[config.mk]
export PLATFORM = sky130hd
export DESIGN_NAME = dram_cmd_seq
export DESIGN_NICKNAME = d
export VERILOG_FILES = /design/src/rtl/dram_seq_pkg.sv /design/src/rtl/dram_bank_track.sv /design/src/rtl/dram_refresh_timer.sv /design/src/rtl/dram_cmd_seq.sv
export SDC_FILE = /design/constraint.sdc
export NUM_CORES = 1
export LEC_CHECK = 0
export BUFFER_PORTS_ARGS = -buffer_cell sky130_fd_sc_hd__buf_2
export CAP_MARGIN = 20
export CORE_ASPECT_RATIO = 1.4
export CORE_MARGIN = 1
export CORE_UTILIZATION = 30
export CTS_CLUSTER_DIAMETER = 30
export DETAILED_ROUTE_END_ITERATION = 8
export GPL_TIMING_DRIVEN = 0
export PLACE_DENSITY_LB_ADDON = 0.2
export SETUP_SLACK_MARGIN = 0.2
export SLEW_MARGIN = 25
export SYNTH_ARGS = -nofsm -noshare
export SYNTH_HDL_FRONTEND = slang
export SYNTH_SLANG_ARGS = --single-unit
[constraint.sdc]
create_clock -name clk -period 5.55 [get_ports clk]
set_input_delay 0.2775 -clock clk [delete_from_list [all_inputs] [get_ports clk]]
set_output_delay 0.2775 -clock clk [all_outputs]
set_load 0.01 [all_outputs]
[src/rtl/dram_seq_pkg.sv]
package dram_seq_pkg;

   typedef enum logic [2:0] {
      CMD_NOP  = 3'd0,
      CMD_ACT  = 3'd1,
      CMD_RD   = 3'd2,
      CMD_WR   = 3'd3,
      CMD_PRE  = 3'd4,
      CMD_PREA = 3'd5,
      CMD_REF  = 3'd6
   } dram_cmd_e;

   typedef enum logic [1:0] {
      ST_IDLE  = 2'd0,
      ST_SERVE = 2'd1,
      ST_DRAIN = 2'd2,
      ST_RFC   = 2'd3
   } seq_state_e;

endpackage

[src/rtl/dram_bank_track.sv]
module dram_bank_track #(
   parameter int ROW_W     = 14,
   parameter int T_RCD     = 3,
   parameter int T_RP      = 3,
   parameter int T_RAS     = 8,
   parameter int BURST_CYC = 4
) (
   input  logic             clk,
   input  logic             rst_n,
   input  logic             act_i,
   input  logic             rw_i,
   input  logic             ap_i,
   input  logic             pre_i,
   input  logic [ROW_W-1:0] row_i,
   output logic             open_o,
   output logic [ROW_W-1:0] row_o,
   output logic             act_ok_o,
   output logic             rw_ok_o,
   output logic             pre_ok_o,
   output logic             ap_pend_o
);

   localparam int TMAX_A = (T_RCD > T_RP) ? T_RCD : T_RP;
   localparam int TMAX_B = (T_RAS > BURST_CYC) ? T_RAS : BURST_CYC;
   localparam int TMAX   = (TMAX_A > TMAX_B) ? TMAX_A : TMAX_B;
   localparam int CW     = $clog2(TMAX + 1);

   logic             open_q;
   logic [ROW_W-1:0] row_q;
   logic [CW-1:0]    rcd_q, rp_q, ras_q, burst_q;
   logic             ap_q;
   logic             self_close;

   assign self_close = ap_q && open_q && (ras_q == '0) && (burst_q == '0);

   always_ff @(posedge clk) begin
      if (!rst_n) begin
         open_q  <= 1'b0;
         row_q   <= '0;
         rcd_q   <= '0;
         rp_q    <= '0;
         ras_q   <= '0;
         burst_q <= '0;
         ap_q    <= 1'b0;
      end else begin
         if (act_i) begin
            open_q <= 1'b1;
            row_q  <= row_i;
            rcd_q  <= CW'(T_RCD - 1);
            ras_q  <= CW'(T_RAS - 1);
         end else begin
            if (pre_i || self_close) open_q <= 1'b0;
            if (rcd_q != '0) rcd_q <= rcd_q - 1'b1;
            if (ras_q != '0) ras_q <= ras_q - 1'b1;
         end

         if (pre_i || self_close) rp_q <= CW'(T_RP - 1);
         else if (rp_q != '0)     rp_q <= rp_q - 1'b1;

         if (rw_i)                burst_q <= CW'(BURST_CYC - 1);
         else if (burst_q != '0)  burst_q <= burst_q - 1'b1;

         if (rw_i && ap_i)        ap_q <= 1'b1;
         else if (self_close)     ap_q <= 1'b0;
      end
   end

   assign open_o    = open_q;
   assign row_o     = row_q;
   assign ap_pend_o = ap_q;
   assign act_ok_o  = !open_q && (rp_q == '0);
   assign rw_ok_o   = open_q && !ap_q && (rcd_q == '0) && (burst_q == '0);
   assign pre_ok_o  = open_q && !ap_q && (ras_q == '0) && (burst_q == '0);

   AST_ACT_ON_CLOSED: assert property (@(posedge clk) disable iff (!rst_n)
      act_i |-> (!open_q && rp_q == '0));
   AST_RW_ON_OPEN: assert property (@(posedge clk) disable iff (!rst_n)
      rw_i |-> (open_q && rcd_q == '0 && burst_q == '0));
   AST_PRE_AFTER_RAS: assert property (@(posedge clk) disable iff (!rst_n)
      (pre_i && open_q) |-> (ras_q == '0 && burst_q == '0));
   AST_CLOSE_HAS_CAUSE: assert property (@(posedge clk) disable iff (!rst_n)
      $fell(open_q) |-> $past(pre_i || ap_q));

endmodule

[src/rtl/dram_refresh_timer.sv]
module dram_refresh_timer #(
   parameter int REF_INTERVAL = 400
) (
   input  logic clk,
   input  logic rst_n,
   input  logic hot_i,
   input  logic ack_i,
   output logic due_o
);

   localparam int CNT_W = $clog2(REF_INTERVAL + 1);
   localparam logic [CNT_W-1:0] LIM_COOL = CNT_W'(REF_INTERVAL);
   localparam logic [CNT_W-1:0] LIM_HOT  = CNT_W'(REF_INTERVAL / 2);

   logic [CNT_W-1:0] cnt_q;
   logic [CNT_W-1:0] limit;

   assign limit = hot_i ? LIM_HOT : LIM_COOL;

   always_ff @(posedge clk) begin
      if (!rst_n)                 cnt_q <= '0;
      else if (ack_i)             cnt_q <= '0;
      else if (cnt_q != LIM_COOL) cnt_q <= cnt_q + 1'b1;
   end

   assign due_o = (cnt_q >= limit);

   AST_REF_CNT_BOUND: assert property (@(posedge clk) disable iff (!rst_n)
      cnt_q <= LIM_COOL);
   AST_ACK_RESTARTS: assert property (@(posedge clk) disable iff (!rst_n)
      ack_i |=> !due_o);

endmodule

[src/rtl/dram_cmd_seq.sv]
module dram_cmd_seq
   import dram_seq_pkg::*;
#(
   parameter int NUM_BANKS    = 4,
   parameter int ROW_W        = 14,
   parameter int COL_W        = 10,
   parameter int BURST_LEN    = 8,
   parameter int T_RCD        = 3,
   parameter int T_RP         = 3,
   parameter int T_RAS        = 8,
   parameter int T_RFC        = 12,
   parameter int REF_INTERVAL = 400,
   localparam int BANK_W      = $clog2(NUM_BANKS),
   localparam int ADDR_W      = (ROW_W > COL_W) ? ROW_W : COL_W
) (
   input  logic              clk,
   input  logic              rst_n,
   input  logic              hot_i,
   input  logic              req_valid_i,
   output logic              req_ready_o,
   input  logic              req_write_i,
   input  logic              req_ap_i,
   input  logic [BANK_W-1:0] req_bank_i,
   input  logic [ROW_W-1:0]  req_row_i,
   input  logic [COL_W-1:0]  req_col_i,
   output logic [2:0]        cmd_o,
   output logic [BANK_W-1:0] cmd_bank_o,
   output logic [ADDR_W-1:0] cmd_addr_o,
   output logic              cmd_ap_o
);

   localparam int BURST_CYC = BURST_LEN / 2;
   localparam int RFC_W     = $clog2(T_RFC + 1);

   if ((NUM_BANKS < 2) || ((NUM_BANKS & (NUM_BANKS - 1)) != 0)) begin : g_bad_banks
      $error("NUM_BANKS must be a power of two, at least 2");
   end
   if ((BURST_LEN != 4) && (BURST_LEN != 8)) begin : g_bad_burst
      $error("BURST_LEN must be 4 or 8");
   end
   if ((T_RCD < 1) || (T_RP < 1) || (T_RAS < 1) || (T_RFC < 1)) begin : g_bad_timing
      $error("timing constants must be at least 1");
   end
   if (REF_INTERVAL / 2 <= T_RFC + 2) begin : g_bad_interval
      $error("REF_INTERVAL too short for refresh recovery");
   end

   seq_state_e        state_q, state_n;
   logic              p_write_q, p_ap_q;
   logic [BANK_W-1:0] p_bank_q;
   logic [ROW_W-1:0]  p_row_q;
   logic [COL_W-1:0]  p_col_q;
   logic [RFC_W-1:0]  rfc_q;

   dram_cmd_e         cmd_n, cmd_q;
   logic [BANK_W-1:0] bank_n, bank_q;
   logic [ADDR_W-1:0] addr_n, addr_q;
   logic              ap_n, ap_q;

   logic [NUM_BANKS-1:0] open_v, act_ok_v, rw_ok_v, pre_ok_v, ap_v;
   logic [NUM_BANKS-1:0] act_ev, rw_ev, pre_ev;
   logic [ROW_W-1:0]     open_row [NUM_BANKS];
   logic                 all_quiet, all_closed, any_open, row_hit;
   logic                 ref_due, accept;

   for (genvar g = 0; g < NUM_BANKS; g++) begin : g_bank
      dram_bank_track #(
         .ROW_W     (ROW_W),
         .T_RCD     (T_RCD),
         .T_RP      (T_RP),
         .T_RAS     (T_RAS),
         .BURST_CYC (BURST_CYC)
      ) bank_i (
         .clk       (clk),
         .rst_n     (rst_n),
         .act_i     (act_ev[g]),
         .rw_i      (rw_ev[g]),
         .ap_i      (p_ap_q),
         .pre_i     (pre_ev[g]),
         .row_i     (p_row_q),
         .open_o    (open_v[g]),
         .row_o     (open_row[g]),
         .act_ok_o  (act_ok_v[g]),
         .rw_ok_o   (rw_ok_v[g]),
         .pre_ok_o  (pre_ok_v[g]),
         .ap_pend_o (ap_v[g])
      );
   end

   dram_refresh_timer #(
      .REF_INTERVAL (REF_INTERVAL)
   ) refresh_i (
      .clk   (clk),
      .rst_n (rst_n),
      .hot_i (hot_i),
      .ack_i (cmd_n == CMD_REF),
      .due_o (ref_due)
   );

   always_comb begin
      all_quiet  = 1'b1;
      all_closed = 1'b1;
      for (int b = 0; b < NUM_BANKS; b++) begin
         if ((open_v[b] && !pre_ok_v[b]) || ap_v[b]) all_quiet = 1'b0;
         if (!act_ok_v[b])                            all_closed = 1'b0;
      end
   end

   assign any_open    = |open_v;
   assign row_hit     = open_v[p_bank_q] && (open_row[p_bank_q] == p_row_q);
   assign req_ready_o = (state_q == ST_IDLE) && !ref_due && !ap_v[req_bank_i];
   assign accept      = req_valid_i && req_ready_o;

   always_comb begin
      state_n = state_q;
      cmd_n   = CMD_NOP;
      bank_n  = '0;
      addr_n  = '0;
      ap_n    = 1'b0;
      act_ev  = '0;
      rw_ev   = '0;
      pre_ev  = '0;
      unique case (state_q)
         ST_IDLE: begin
            if (ref_due)     state_n = ST_DRAIN;
            else if (accept) state_n = ST_SERVE;
         end
         ST_SERVE: begin
            bank_n = p_bank_q;
            if (row_hit) begin
               if (rw_ok_v[p_bank_q]) begin
                  cmd_n           = p_write_q ? CMD_WR : CMD_RD;
                  addr_n          = ADDR_W'(p_col_q);
                  ap_n            = p_ap_q;
                  rw_ev[p_bank_q] = 1'b1;
                  state_n         = ST_IDLE;
               end
            end else if (open_v[p_bank_q]) begin
               if (pre_ok_v[p_bank_q]) begin
                  cmd_n            = CMD_PRE;
                  pre_ev[p_bank_q] = 1'b1;
               end
            end else if (act_ok_v[p_bank_q]) begin
               cmd_n            = CMD_ACT;
               addr_n           = ADDR_W'(p_row_q);
               act_ev[p_bank_q] = 1'b1;
            end
         end
         ST_DRAIN: begin
            if (all_closed) begin
               cmd_n   = CMD_REF;
               state_n = ST_RFC;
            end else if (any_open && all_quiet) begin
               cmd_n  = CMD_PREA;
               pre_ev = open_v;
            end
         end
         ST_RFC: begin
            if (rfc_q == '0) state_n = ST_IDLE;
         end
         default: state_n = ST_IDLE;
      endcase
   end

   always_ff @(posedge clk) begin
      if (!rst_n) begin
         state_q   <= ST_IDLE;
         p_write_q <= 1'b0;
         p_ap_q    <= 1'b0;
         p_bank_q  <= '0;
         p_row_q   <= '0;
         p_col_q   <= '0;
         rfc_q     <= '0;
         cmd_q     <= CMD_NOP;
         bank_q    <= '0;
         addr_q    <= '0;
         ap_q      <= 1'b0;
      end else begin
         state_q <= state_n;
         cmd_q   <= cmd_n;
         bank_q  <= bank_n;
         addr_q  <= addr_n;
         ap_q    <= ap_n;
         if (accept) begin
            p_write_q <= req_write_i;
            p_ap_q    <= req_ap_i;
            p_bank_q  <= req_bank_i;
            p_row_q   <= req_row_i;
            p_col_q   <= req_col_i;
         end
         if (cmd_n == CMD_REF) rfc_q <= RFC_W'(T_RFC - 1);
         else if (rfc_q != '0) rfc_q <= rfc_q - 1'b1;
      end
   end

   assign cmd_o      = cmd_q;
   assign cmd_bank_o = bank_q;
   assign cmd_addr_o = addr_q;
   assign cmd_ap_o   = ap_q;

   AST_REF_BANKS_SHUT: assert property (@(posedge clk) disable iff (!rst_n)
      (cmd_q == CMD_REF) |-> (open_v == '0));
   AST_NO_TAKE_IN_RFC: assert property (@(posedge clk) disable iff (!rst_n)
      (cmd_q == CMD_REF) |-> !req_ready_o);
   AST_BUSY_NOT_READY: assert property (@(posedge clk) disable iff (!rst_n)
      accept |=> !req_ready_o);
   AST_PREA_CLOSES_ALL: assert property (@(posedge clk) disable iff (!rst_n)
      (cmd_q == CMD_PREA) |-> (open_v == '0));

endmodule

# [Word-level counts from Yosys, hierarchy flattened]
# Index checks and enable logic that the tools add are counted.
[word_totals] ff_bits=191 input_bits=32 wordCells=349
[op_classes] n_addsub=18 order_cmp=5 eq_ne=11 mux=107 bitwise=2 reduce_logical=149
[op_table] cell="$mux W14" n=5
[op_table] cell="$logic_not A4 Y1" n=17
[op_table] cell="$reduce_bool A4 Y1" n=17
[op_table] cell="$sub A4 B1 Y4 const B" n=17
[op_table] cell="$mux W2" n=31
[op_table] cell="$mux W4" n=14
[op_table] cell="$logic_and A1 B1 Y1" n=50
[op_table] cell="$reduce_bool A2 Y1" n=25
[op_table] cell="$mux W3" n=13
[op_table] cell="$mux W1" n=32
[op_table] cell="$bmux W14 S2" n=1
[op_table] cell="$reduce_or A2 Y1" n=13
[op_table] cell="$eq A14 B14 Y1" n=1
[op_table] cell="$logic_not A1 Y1" n=14
[op_table] cell="$bmux W1 S2" n=5
[op_table] cell="$mux W10" n=1
[op_table] cell="$add A9 B1 Y9 const B" n=1
[op_table] cell="$ge A9 B9 Y1" n=1
[op_table] cell="$mux W9" n=1
[op_table] cell="$ne A9 B9 Y1 const B" n=1
[op_table] cell="$logic_or A1 B1 Y1" n=8
[op_table] cell="$ne A2 B2 Y1 const B" n=4
[op_table] cell="$pmux W2 S4" n=1
[op_table] cell="$pmux W4 S2" n=1
[op_table] cell="16 further kinds" n=18

# [Depth between registers and ports, before layout]
# Gate-level depths: netlist (run 1).
[depth] ltp_word=18 mapped_depth=11 depth_no_buf=9

# [Cells and area by module]
# From an unflattened synthesis (run 1), not the netlist that was laid out.
[hier_totals] cells_unflattened=922 hier_area_um2=8862.2
[modules_own_cells] module="dram_bank_track" n_inst=4 cells_per_inst=137 area_per_inst_um2=1335.0 seq_area_each_um2=640.6
[modules_own_cells] module="dram_cmd_seq" n_inst=1 cells_per_inst=307 area_per_inst_um2=2956.6 seq_area_each_um2=1081.0
[modules_own_cells] module="dram_refresh_timer" n_inst=1 cells_per_inst=67 area_per_inst_um2=565.5 seq_area_each_um2=180.2

# [Least setup slack after synthesis (run 1)]
# Ideal clock, no wire load.
[synth_path] kind="register to register" from="register g_bank[1].bank_i.burst_q[0]" to="register g_bank[0].bank_i.burst_q[1]" arrival_time_ps=2662 required_time_ps=5492 setup_slack_ps=2830 path_stages_with_launch=11 path_cell_list="dfxtp_1 inv_1 ha_1 or3b_2 clkbuf_1 o41a_1 a2111o_1 a211oi_2 nand4_2 nor3_1 o21a_1"
[synth_via] elab_chain_cells=8
[synth_lines] element="start: declaration" line_no="dram_bank_track.sv:30" rtl="logic [CW-1:0] rcd_q, rp_q, ras_q, burst_q;"
[synth_lines] element="start signal: assignment" line_no="dram_bank_track.sv:60" rtl="if (rw_i) burst_q <= CW'(BURST_CYC - 1);"
[synth_lines] element="start signal: assignment" line_no="dram_bank_track.sv:61" rtl="else if (burst_q != '0) burst_q <= burst_q - 1'b1;"
[synth_lines] element="$logic_not A4 Y1 (*)" line_no="dram_bank_track.sv:72" rtl="assign rw_ok_o = open_q && !ap_q && (rcd_q == '0) && (burst_q == '0);"
[synth_lines] element="$logic_and A1 B1 Y1 (*)" line_no="dram_bank_track.sv:72"
[synth_lines] element="$bmux W1 S2 (*)" line_no="dram_cmd_seq.sv:131" rtl="if (rw_ok_v[p_bank_q]) begin"
[synth_lines] element="$mux W1 (implied by the code) (*)" line_no="dram_cmd_seq.sv:131"
[synth_lines] element="$mux W4 (*)" line_no="dram_cmd_seq.sv:131"
[synth_lines] element="$mux W4 (*)" line_no="dram_cmd_seq.sv:130" rtl="if (row_hit) begin"
[synth_lines] element="$mux W4 (*)" line_no="dram_cmd_seq.sv:123" rtl="unique case (state_q)"
[synth_lines] element="$mux W2 or $reduce_bool A2 Y1 (tied branches)"
[synth_lines] element="end signal: assignment" line_no="dram_bank_track.sv:60"
[synth_lines] element="end signal: assignment" line_no="dram_bank_track.sv:61"
[synth_lines] element="end: declaration" line_no="dram_bank_track.sv:30"
# Every way passes the cells marked *; elsewhere a longest branch is shown, timed or not. The select of a mux whose other input is x is not followed.
# A chain may end at the register's enable or synchronous reset.

# [Worst setup path after layout (run 1)]
[layout_path] from="register p_bank_q[0]" to="register g_bank[1].bank_i.rp_q[3]"
[layout_via] elab_chain_cells=10
[layout_lines] element="start: declaration" line_no="dram_cmd_seq.sv:50" rtl="logic [BANK_W-1:0] p_bank_q;"
[layout_lines] element="start signal: assignment" line_no="dram_cmd_seq.sv:187" rtl="p_bank_q <= req_bank_i;"
[layout_lines] element="$lt A2 B3 Y1 (implied by the code), or another cell as far along" line_no="dram_cmd_seq.sv:141" rtl="pre_ev[p_bank_q] = 1'b1;"
[layout_lines] element="$logic_and A1 B1 Y1 (implied by the code) or $bmux W14 S2 (tied branches)" line_no="dram_cmd_seq.sv:141, dram_cmd_seq.sv:110"
[layout_lines] element="$mux W1 (implied by the code) or $mux W14 (tied branches)" line_no="dram_cmd_seq.sv:141, dram_cmd_seq.sv:110"
[layout_lines] element="$demux W1 S2 or $mux W14 (tied branches)" line_no="dram_cmd_seq.sv:141, dram_cmd_seq.sv:110"
[layout_lines] element="$mux W4 or $eq A14 B14 Y1 (tied branches)" line_no="dram_cmd_seq.sv:139, dram_cmd_seq.sv:110"
[layout_lines] element="$mux W4 or $logic_and A1 B1 Y1 (tied branches)" line_no="dram_cmd_seq.sv:138, dram_cmd_seq.sv:110"
[layout_lines] element="$mux W4 (*)" line_no="dram_cmd_seq.sv:130"
[layout_lines] element="$pmux W4 S2 (*)" line_no="dram_cmd_seq.sv:123"
[layout_lines] element="$logic_or A1 B1 Y1 (*)" line_no="dram_bank_track.sv:57" rtl="if (pre_i || self_close) rp_q <= CW'(T_RP - 1);"
[layout_lines] element="$reduce_or A2 Y1 (no source line) (*)"
[layout_lines] element="end signal: assignment" line_no="dram_bank_track.sv:57"
[layout_lines] element="end signal: assignment" line_no="dram_bank_track.sv:58" rtl="else if (rp_q != '0) rp_q <= rp_q - 1'b1;"
[layout_lines] element="end: declaration" line_no="dram_bank_track.sv:30"
# Marks and branches as above.

==> results of run 1 <==
-- cells in the final DEF (no fill, tap or decap), types with 4 or more instances in the layout --
master	count
nand4b_1	4
buf_2	62
dfxtp_1	191
nor2b_1	6
or3_1	9
ha_1	27
o21a_1	10
o211ai_1	6
or3b_2	6
nor2_1	128
nand3_1	20
a22o_1	11
mux2i_1	94
and3_1	11
and2_1	8
o21ai_0	36
a21oi_1	25
and4_1	4
a31oi_1	8
nor3_1	40
o31ai_1	11
nor3b_1	4
xnor2_1	25
bufinv_16	4
inv_6	4
inv_1	33
nand2_1	39
or4b_2	7
nor4_1	5
clkbuf_1	29
mux2_2	8
xor2_1	16
buf_6	5
nand4_1	6
nand2b_1	8
mux4_2	12
clkbuf_16	17
-- state kept, by name, indices dropped and copies added, names as in the netlist --
name / flops
refresh_i.cnt_q: 9
cmd_o: 3
g_bank.bank_i.burst_q: 16
p_ap_q: 1
cmd_addr_o: 14
g_bank.bank_i.rp_q: 16
rfc_q: 4
p_write_q: 1
state_q: 2
g_bank.bank_i.ap_pend_o: 4
cmd_ap_o: 1
cmd_bank_o: 2
g_bank.bank_i.row_o: 56
p_bank_q: 2
g_bank.bank_i.rcd_q: 16
p_row_q: 14
g_bank.bank_i.open_o: 4
g_bank.bank_i.ras_q: 16
p_col_q: 10
-- layout make-up --
class	instances	area (µm²)
Fill cell	2997	18330
Multi-Input combinational cell	636	4577
Sequential cell	191	3824
Tap cell	375	469.2
Clock buffer	17	425.4
Timing Repair Buffer	51	255.2
Clock inverter	15	246.5
Buffer	48	239.0
Inverter	34	127.6
-- logic make-up after synthesis --
| group | after synthesis | synth area share [%] |
|---|---|---|
| muxes | 114 | 14.87 |
| AOI/OAI and AO/OA | 131 | 10.08 |
| adders and majority gates | 27 | 3.860 |
| buffers and inverters | 82 | 4.189 |
| xor gates and xnor gates | 41 | 4.103 |
| DFF | 191 | 43.69 |
| and+or+nand+nor | 323 | 19.20 |
-- power by group through the flow --
stage | clock network (µW) | logic [µW] | registers [µW]
after global routing | 1480 | 1670 | 1750
after global placement | 0 | 1490 | 1750
after floorplan | 0 | 1140 | 1710
final | 1390 | 1500 | 1720
after CTS | 1430 | 1510 | 1720
after detailed placement | 0 | 1500 | 1750
-- metal layers --
layer | vias to the layer above | routed length, µm
li1 | 3355 | -
met1 | 3251 | 10350
met2 | 119 | 12010
met3 | 26 | 639
met4 | 0 | 382
met5 | - | 0
-- critical path, stage by stage (launching register included) --
cell and delay, ns:
dfxtp_1 0.30, buf_2 0.27, buf_2 0.37, buf_4 0.27
buf_2 0.32, mux2i_1 0.25, a2bb2oi_1 0.30, a21oi_1 0.16
a311oi_1 0.72, nand2_1 0.30, and4_1 0.27
-- worst paths after layout --
kind / from / end / cells after the start
worst min-delay path: req_write_i / p_write_q$_SDFFE_PN0P_ / 3
worst max-delay path: p_bank_q[0]$_SDFFE_PN0P_ / g_bank[1].bank_i.rp_q[3]$_SDFFE_PP0P_ / 10
worst min register to register: g_bank[3].bank_i.rp_q[3]$_SDFFE_PP0P_ / g_bank[3].bank_i.rp_q[3]$_SDFFE_PP0P_ / 2
worst max register to register: p_bank_q[0]$_SDFFE_PN0P_ / g_bank[1].bank_i.rp_q[3]$_SDFFE_PP0P_ / 10
-- per-stage QoR --
step	utilization (%)	hold WS (ns)	worst slack, ns
final	35.66	0.07102	1.893
after CTS	35.61	0.05322	1.606
after detailed placement	33.25	0.4500	1.651
after floorplan	-	0.4247	2.830
after global placement	33.25	0.4456	1.663
after global routing	35.66	0.05241	1.776
==> impl_metrics.env, run 1 <==
export IMPL_drc_errors=0
export IMPL_period_needed_ns=3.657
export IMPL_swShare_pct=35.38
export IMPL_gp_congestion=0.8794
export IMPL_cts_buffer_depth=2
export IMPL_p_comb_share_pct=32.5
export IMPL_cts_tree="yes"
export IMPL_pwr_share_clk_pct=30.2
export IMPL_r2r_setup_slack_ns=1.89
export IMPL_startpoint_type="register"
export IMPL_synth_area_leader_cell="dfxtp_1"
export IMPL_grt_pass1_vias=6561
export IMPL_use_met3_pct=2.835
export IMPL_die_area_um2=29870
export IMPL_h_tree_depth=4
export IMPL_drtPass1Iterations=5
export IMPL_p_int_uw=2980
export IMPL_start_util_pct=30.71
export IMPL_ys_flop_type="dfxtp_1"
export IMPL_finalInstanceArea_um2=10160
export IMPL_power_uw=4612
export IMPL_area_delta_synth_final_pct=16.14
export IMPL_max_freq_ghz=0.2735
export IMPL_die_w_um=146.3
export IMPL_placed_cells=1335
export IMPL_synth_cell_types=66
export IMPL_cap_violations=0
export IMPL_layout_drive_gt1_share_pct=15.32
export IMPL_fin_nets=1038
export IMPL_clkTransAtPathRegs_ns=0.08
export IMPL_fp_dieH_um=204.1
export IMPL_async_reset_ff_share_pct=0
export IMPL_clockRootBuffer="clkbuf_16"
export IMPL_worst_pin_slew_ns=0.8112
export IMPL_yosysWarnings=0
export IMPL_ys_seq_area_share_pct=43.69
export IMPL_yosys_top_cells_count="dfxtp_1 (191), nor2_1 (128), mux2i_1 (94)"
export IMPL_synth_most_common_cell="dfxtp_1"
export IMPL_max_slew_margin_pct=45.55
export IMPL_crit_type="reg -> reg"
export IMPL_n_antenna_cell=0
export IMPL_min_path_type="in -> reg"
export IMPL_totalWireLength_mm=23.38
export IMPL_wl_per_cell_um=17.10
export IMPL_final_max_slew_viol_count=0
export IMPL_overflow=0
export IMPL_clock_skew_ns=0.01221
export IMPL_antenna_found_initial=0
export IMPL_grt_pass1_wl_mm=36.96
export IMPL_clk_latency_ns=0.44
export IMPL_fin_crit_sh_pct=65.89
export IMPL_cts_sinks=191
export IMPL_port_buffers=51
export IMPL_place_area_um2=9475
export IMPL_synth_area_um2=8751
export IMPL_synth_area_leaders="dfxtp_1 (44%), mux2i_1 (11%), nor2_1 (5.5%)"
export IMPL_endpoint_kind="register"
export IMPL_ioPinCount=53
export IMPL_critPathMaxFanout=10
export IMPL_grt_usage_pct=16.32
export IMPL_final_setup_viol_count=0
export IMPL_drt_iter0_drc=446
export IMPL_power_frac_seq_pct=37.3
export IMPL_worstPathRequired_ns=5.88
export IMPL_synth_edf_count=0
export IMPL_cts_resized=0
export IMPL_core_area_um2=28500
export IMPL_outcome="finished, final reports clean"
export IMPL_cts_hold_buf=0
export IMPL_globalRouteMet1Util_pct=19.40
export IMPL_vias_per_cell=4.939
export IMPL_globalRouteMet2Util_pct=29.54
export IMPL_ys_ff_latch=191
export IMPL_synth_cells=909
export IMPL_hold_viol=0
export IMPL_num_rows=73
export IMPL_busiest_layer="met2"
export IMPL_rsz0062_at_grt="false"
export IMPL_cts_buffers=17
export IMPL_fin_cells=1367
export IMPL_antenna_left=0
export IMPL_p_switching_uw=1632
export IMPL_power_density_nw_per_um2=453.8
export IMPL_dp_hpwl_mm=16.88
export IMPL_cp_arrival_ns=3.99
export IMPL_synth_top_area_share_pct=43.69
export IMPL_grt_max_degree=20
export IMPL_vias=6751
export IMPL_p_leak_uw=0.004043
export IMPL_avgSynthCellArea_um2=9.627
export IMPL_syn_num_nets=968
export IMPL_post_cts_buffers=0
export IMPL_finalSetupTns_ns=0
export IMPL_ir_worst_vdd_mv=0.2214
No activity file was read; power rests on OpenSTA's default activity.
==> inputs of run 2 (changes only) <==
==> constraint.sdc (replaced) <==
create_clock -name clk -period 3.5 [get_ports clk]
set_input_delay 0.175 -clock clk [delete_from_list [all_inputs] [get_ports clk]]
set_output_delay 0.175 -clock clk [all_outputs]
set_load 0.01 [all_outputs]
==> run 2 against run 1 <==
Effect of this change: die area did not move; count of clock-buffer cells in the layout unchanged; non-clock buffer count up 30; worst setup slack got worse by 1.6 ns; combinational power increased by 63%; largest cell class unchanged; final area grew 3.6%; clock power rose by 60%; largest power group unchanged; cell count rose by 2.2%; register-to-register slack got worse by 1.6 ns; core utilization grew 1.3 points; clock skew rose by 0.0017 ns; wire length rose by 1.2%.
==> impl_metrics.env, run 2 (synthesis results as in run 1) <==
export IMPL_endpoint_kind="register"
export IMPL_area_delta_synth_final_pct=20.27
export IMPL_p_comb_share_pct=33.1
export IMPL_totalWireLength_mm=23.66
export IMPL_power_frac_seq_pct=36.9
export IMPL_grt_pass1_vias=6691
export IMPL_finalWorstSetupSlack_ns=0.3384
export IMPL_wl_per_cell_um=16.93
export IMPL_pwr_share_clk_pct=30.0
export IMPL_finalInstanceArea_um2=10530
export IMPL_worstPathRequired_ns=3.83
export IMPL_grt_max_degree=20
export IMPL_cts_sinks=191
export IMPL_clockRootBuffer="clkbuf_16"
export IMPL_pre_cts_ws_ns=-0.3992
export IMPL_num_rows=73
export IMPL_fp_dieH_um=204.1
export IMPL_fin_crit_sh_pct=90.33
export IMPL_antenna_left=0
export IMPL_fin_nets=1068
export IMPL_period_needed_ns=3.162
export IMPL_regArea_um2=3824
export IMPL_swShare_pct=35.48
export IMPL_final_setup_viol_count=0
export IMPL_gp_congestion=0.8794
export IMPL_ioPinCount=53
export IMPL_final_max_slew_viol_count=0
export IMPL_largest_reg_flops=56
export IMPL_crit_type="reg -> reg"
export IMPL_port_buffers=51
export IMPL_p_int_uw=4772
export IMPL_cts_buffer_depth=2
export IMPL_cp_arrival_ns=3.49
export IMPL_grt_pass1_wl_mm=37.23
export IMPL_core_area_um2=28500
export IMPL_vias=6903
export IMPL_rsz0062_at_grt="false"
export IMPL_clk_latency_ns=0.44
export IMPL_max_freq_ghz=0.3163
export IMPL_multiInputGateArea_um2=4623
export IMPL_min_path_type="in -> reg"
export IMPL_max_slew_margin_pct=41.91
export IMPL_final_common_cell="dfxtp_1"
export IMPL_finalSetupTns_ns=0
export IMPL_n_antenna_cell=0
export IMPL_outcome="finished, final reports clean"
export IMPL_h_tree_depth=4
export IMPL_layout_drive_gt1_share_pct=15.85
export IMPL_worst_pin_slew_ns=0.8697
export IMPL_cts_buffers=17
export IMPL_startpoint_type="register"
export IMPL_die_w_um=146.3
export IMPL_critPathMaxFanout=10
export IMPL_dp_hpwl_mm=16.88
export IMPL_hold_slack_ns=0.06276
export IMPL_clkTransAtPathRegs_ns=0.07
export IMPL_final_cell_mix="dfxtp_1 (191), nor2_1 (127), mux2i_1 (94)"
export IMPL_p_leak_uw=0.004184
export IMPL_cap_violations=0
export IMPL_power_density_nw_per_um2=702.8
export IMPL_drt_iter0_drc=445
export IMPL_ir_worst_vdd_mv=0.3564
export IMPL_overflow=0
export IMPL_clock_skew_ns=0.01396
export IMPL_cts_tree="yes"
export IMPL_vias_per_cell=4.941
export IMPL_die_area_um2=29870
export IMPL_place_area_um2=9475
export IMPL_antenna_found_initial=0
export IMPL_drtPass1Iterations=5
export IMPL_grt_usage_pct=16.40
export IMPL_nFillCells=2972
export IMPL_p_switching_uw=2625
export IMPL_drc_errors=0
export IMPL_hold_viol=0
export IMPL_start_util_pct=30.71
-- run 2: worst max-delay path, stage by stage, from the launching register on --
cell and delay, ns:
dfxtp_1 0.30, buf_2 0.27, buf_4 0.29, buf_4 0.25, buf_2 0.32, mux2i_1 0.25, a2bb2oi_1 0.30, a21oi_1 0.17
a311oi_2 0.44, nand2_1 0.22, and4_1 0.25
-- run 2: layout make-up --
type	instances	area share (%)
well taps	375	4.458
repair buffers	81	5.302
flip-flops and latches	191	36.33
multi-input cells	636	43.93
clock buffers	17	4.042
inverters	34	1.213
clock inverters	15	2.342
plain buffers	48	2.389
-- run 2: what timing repair did --
action | in CTS | in global routing
hold endpoints to repair | 26 | 0
resized for setup | 9 | 7
setup endpoints to repair | 50 | 45
hold buffers | 26 | 0
buffers inserted | 0 | 4
pin swaps | 0 | 3
-- run 2: routing by layer --
layer / global-route usage, % / vias up / share of wire [%]
li1: - / 3417 / -
met2: 29.81 / 135 / 52
met3: 2.835 / 30 / 3.5
met5: 0 / - / 0
met4: 5.134 / 0 / 1.7
met1: 19.45 / 3321 / 43
-- run 2: through the flow --
step / power, µW / utilization (%) / instances
global route: 7861 / 36.93 / 1397
CTS: 7431 / 36.67 / 1393
global placement: 5128 / 33.25 / 1335
detailed placement: 5151 / 33.25 / 1335
finish: 7397 / 36.93 / 1397
floorplan: 4530 / - / 909
-- run 2: worst paths after layout --
check | from | endpoint | slack, ns | cells after the start
worst min register to register | g_bank[0].bank_i.rcd_q[3]$_SDFFE_PP0P_ | g_bank[0].bank_i.rcd_q[3]$_SDFFE_PP0P_ | 0.46 | 2
worst max-delay path | p_bank_q[0]$_SDFFE_PN0P_ | g_bank[1].bank_i.rp_q[3]$_SDFFE_PP0P_ | 0.34 | 10
worst max register to register | p_bank_q[0]$_SDFFE_PN0P_ | g_bank[1].bank_i.rp_q[3]$_SDFFE_PP0P_ | 0.34 | 10
worst min-delay path | req_bank_i[1] | p_bank_q[1]$_SDFFE_PN0P_ | 0.06 | 3
-- run 2: power by group through the flow --
stage	combinational, µW	clock, µW	sequential [µW]
CTS	2440	2260	2730
global route	2730	2350	2780
global placement	2360	0	2770
floorplan	1810	0	2720
detailed placement	2380	0	2770
finish	2450	2220	2730
